`src/rtl/priv_legal_pkg.sv`:
```
package priv_legal_pkg;

  typedef enum logic [2:0] {
    OPK_NONE   = 3'd0,
    OPK_URET   = 3'd1,
    OPK_SRET   = 3'd2,
    OPK_SFENCE = 3'd3,
    OPK_WFI    = 3'd4,
    OPK_CSR    = 3'd5
  } op_kind_e;

  localparam logic [1:0] PRV_USER  = 2'b00;
  localparam logic [1:0] PRV_SUPER = 2'b01;
  localparam logic [1:0] PRV_RSVD  = 2'b10;
  localparam logic [1:0] PRV_MACH  = 2'b11;

  // letter positions in the extension vector (A = 0)
  localparam int unsigned LETTER_N = 13;
  localparam int unsigned LETTER_S = 18;
  localparam int unsigned LETTER_U = 20;

endpackage

```
`src/rtl/pl_ext_match.sv`:
```
module pl_ext_match #(
  parameter int unsigned    EXT_W    = 26,
  parameter logic [EXT_W-1:0] BASE_EXT = '0
) (
  input  logic             has_s,
  input  logic             has_u,
  input  logic             has_n,
  input  logic [EXT_W-1:0] req_ext,
  output logic             ext_miss
);
  import priv_legal_pkg::*;

  logic [EXT_W-1:0] have_ext;
  logic [EXT_W-1:0] lack;

  for (genvar k = 0; k < EXT_W; k++) begin : g_letter
    if (k == LETTER_N) begin : g_n
      assign have_ext[k] = BASE_EXT[k] | has_n;
    end else if (k == LETTER_S) begin : g_s
      assign have_ext[k] = BASE_EXT[k] | has_s;
    end else if (k == LETTER_U) begin : g_u
      assign have_ext[k] = BASE_EXT[k] | has_u;
    end else begin : g_fixed
      assign have_ext[k] = BASE_EXT[k];
    end
    assign lack[k] = req_ext[k] & ~have_ext[k];
  end

  assign ext_miss = |lack;

endmodule

```
`config.mk`:
```
export PLATFORM = sky130hd
export DESIGN_NAME = pl_ext_match
export DESIGN_NICKNAME = d
export VERILOG_FILES = /design/src/rtl/priv_legal_pkg.sv /design/src/rtl/pl_ext_match.sv
export SDC_FILE = /design/constraint.sdc
export NUM_CORES = 1
export LEC_CHECK = 0
export CAP_MARGIN = 20
export CORE_AREA = 5 5 42 44
export DETAILED_ROUTE_END_ITERATION = 16
export DIE_AREA = 0 0 47 49
export DONT_BUFFER_PORTS = 1
export PLACE_DENSITY_LB_ADDON = 0.08
export SLEW_MARGIN = 25
export SYNTH_ARGS = -nofsm -noshare
export SYNTH_HDL_FRONTEND = slang
export SYNTH_SLANG_ARGS = --single-unit
```
`constraint.sdc`:
```
create_clock -name vclk -period 1.5
set_input_delay 0 -clock vclk [all_inputs]
set_output_delay 0 -clock vclk [all_outputs]
set_load 0.01 [all_outputs]
```
Word level (Yosys, flattened, before mapping)
Cells that the tools add are included.
{ "word_totals": {"word_cells": 7, "ff_bits": 0, "in_bits": 29} }
{ "classes": {"bitwise_logic": 6, "n_reduce_logical": 1} }
{ "ops": {"columns": ["op", "n"], "rows": [
  ["$reduce_or A26 Y1", 1],
  ["$and A1 B1 Y1", 3],
  ["$not A1 Y1", 3]
]} }

Logic depth before layout (Yosys ltp)
{ "logic_depth": {"depth_word": 3, "mapped_depth": 3, "mapped_depth_nobuf": 3} }

Worst setup path before layout
Ideal clock, no wire load.
{ "synth_path": {"path_type": "input to output", "from": "input req_ext[19]", "to": "output ext_miss", "path_slack_ns": 0.933, "cell_stages": 3, "arrival_ns": 0.567, "path_cell_list": "nor4_1 -> and4_1 -> nand4_1"} }
{ "synth_via": {"elab_chain_cells": 1} }
{ "synth_lines": {"columns": ["element", "line_no", "source"], "rows": [
  ["start, declared", "pl_ext_match.sv:8", "input logic [EXT_W-1:0] req_ext,"],
  ["$reduce_or A26 Y1", "pl_ext_match.sv:29", "assign ext_miss = |lack;"],
  ["end, declared", "pl_ext_match.sv:9", "output logic ext_miss"]
]} }
Every way passes these cells.

Final worst setup path
Ends and elaborated chain as after synthesis.

==> flow_summary.toml <==
[place]
detailedPlacementHpwl_um = 334.8
numPortBuffers = 0
dpl-instance-area_um2 = 92.59
place.gp.congestion = 0.5371

[timing]
fmax_mhz = 1576
worstMarginPinSlew_ns = 0.2714
rsz0062_at_grt = "false"
hold_viol = 0
fin_setup_tns_ns = 0
final-setup-viol-count = 0
final_min_period_over_clock_period = 0.4229
max_slew_margin = 0.8190
finalMaxSlewViolations = 0
final.min_clock_period_ns = 0.6344

[synth]
post_synthesis_sequential_area_ratio = 0
yosys.cell_types.count = 6
yosysWarnings = 0
synth_fp_nets = 41
syn-cell-area_um2 = 72.57
gate_count_post_synth = 12
syn_avg_cell_area_um2 = 6.047

[worst_setup_path]
worstPathRequired_ns = 1.50
delay_heaviest_family_cp = "simple AND/OR/NAND/NOR gates"
critical_path.max_fanout = 1
path_class = "input pin to output pin"
critical_path.n_buffers_inverters = 0
end_kind = "output pin"
crit_slowest_cell = "nor4_1"
critical_path_arrival_ns = 0.63
crit_path_cells = "nor4_1, and4_1, nand4_1"
timing.critical_path.from_type = "input pin"
critical-path-max-stage-delay_ns = 0.24

[pwr]
leakagePower_nw = 0.02525
sequentialPowerShare = 0
ir_worst_vdd_mv = 0.007274
power_report.internal_total_mw = 0.004395
power.density_nw_per_um2 = 75.03
power.share.combinational = 1.000
sw_ratio = 0.3674
power_switching_mw = 0.002552
fin_total_pwr_mw = 0.006947
power_frac_clock = 0

[detailed_routing]
drt_iter0_drc = 2
drt_pass1_iterations = 4
detail-route-antenna-nets = 0
vias_per_cell = 4.500
drc = 0
drt_wl_total_um = 328
average_wire_length_per_cell_after_detail_routing_um = 11.71
vias = 126

[die]
design.core.area_um2 = 1401
fp.dieH_um = 49
initial_utilization = 0.05179
dieArea_um2 = 2303
std_cell_rows = 14
die_width_um = 47
pin_count = 30

[cells_and_area]
final_net_count = 43
register_area_um2 = 0
post_route_cells_drive_above_1_share = 0
antenna_cells = 0
numSequentialCells = 0
fillCellCount = 172
post-route-cell-area_um2 = 92.59
synthToLayoutAreaGrowth_pct = 27.59
layout.clock_buffers = 0

[hold_path]
min-delay-path-class = "input pin to output pin"
timing.hold.worst.start = "req_ext[16]"
min_delay_worst_endpoint = "ext_miss"
hold_depth = 2

[global_routing]
global_routing_usage_summed_across_all_routing_layers = 0.02386
antenna_violations_before_repair = 0
grt_max_degree = 2
overflow = 0
grt_pass1_vias = 136
grt_pass1_wl_um = 441

[clock_network]
post_cts_resize_count = 0
post-cts-setup-buffers = 0
cts_hold_repair.buffers = 0

[run_status]
outcome = "finished, final reports clean"

[run]
timing.max_cap.violations = 0
[cell type report]
cell class | count | area [um^2] | area share
inverters | 3 | 11.26 | 0.1216
multi-input cells | 9 | 61.31 | 0.6622
well taps | 16 | 20.02 | 0.2162
[how the worst max path moves through the flow]
stage	start	to	slack, ns	cells after the start
final	req_ext[19]	ext_miss	0.87	3
after global routing	req_ext[19]	ext_miss	0.73	3
after CTS	req_ext[19]	ext_miss	0.84	3
after detailed placement	req_ext[19]	ext_miss	0.84	3
after global placement	req_ext[19]	ext_miss	0.86	3
after floorplan	req_ext[19]	ext_miss	0.93	3
[per-layer routing]
| layer | up-vias | global-route usage | wire length [um] |
|---|---|---|---|
| met2 | 30 | 0.04525 | 90 |
| met1 | 44 | 0.02609 | 94 |
| met3 | 0 | 0.007380 | 143 |
| met5 | - | 0 | 0 |
| met4 | 0 | 0 | 0 |
| li1 | 52 | - | - |
[metrics by stage]
step              util  instances  worst slack [ns]  hold WS, ns
2_1_floorplan        -         12            0.9330       0.1425
3_5_place_dp   0.06607         28            0.8434       0.1530
6_report       0.06607         28            0.8656       0.1507
3_3_place_gp   0.06607         28            0.8591       0.1603
4_1_cts        0.06607         28            0.8388       0.1530
5_1_grt        0.06607         28            0.7257       0.1709
[power by group through the flow]
stage | combinational (mW) | clock (mW) | sequential (mW)
after floorplan | 0.00625 | 0 | 0
after global placement | 0.00684 | 0 | 0
after detailed placement | 0.00700 | 0 | 0
after CTS | 0.00703 | 0 | 0
after global routing | 0.00828 | 0 | 0
final | 0.00695 | 0 | 0
[cells in the mapped netlist]
master | count | share of area
nor4_1 | 5 | 0.43
nand4_1 | 1 | 0.086
and4_1 | 1 | 0.12
inv_1 | 3 | 0.16
nor3_1 | 1 | 0.069
a222oi_1 | 1 | 0.14
[cells in the final DEF (no fill, tap or decap), drive strengths merged]
cell type / count
and4: 1
nor3: 1
inv: 3
nor4: 5
a222oi: 1
nand4: 1
[cells by family (layout without fill, tap and decap cells)]
kind of cell | count (synthesis) | count (layout) | synth area share
simple gates | 8 | 8 | 0.7069
compound gates | 1 | 1 | 0.1379
buf+inv | 3 | 3 | 0.1552
Note: power is estimated with default switching activity, not from simulation.
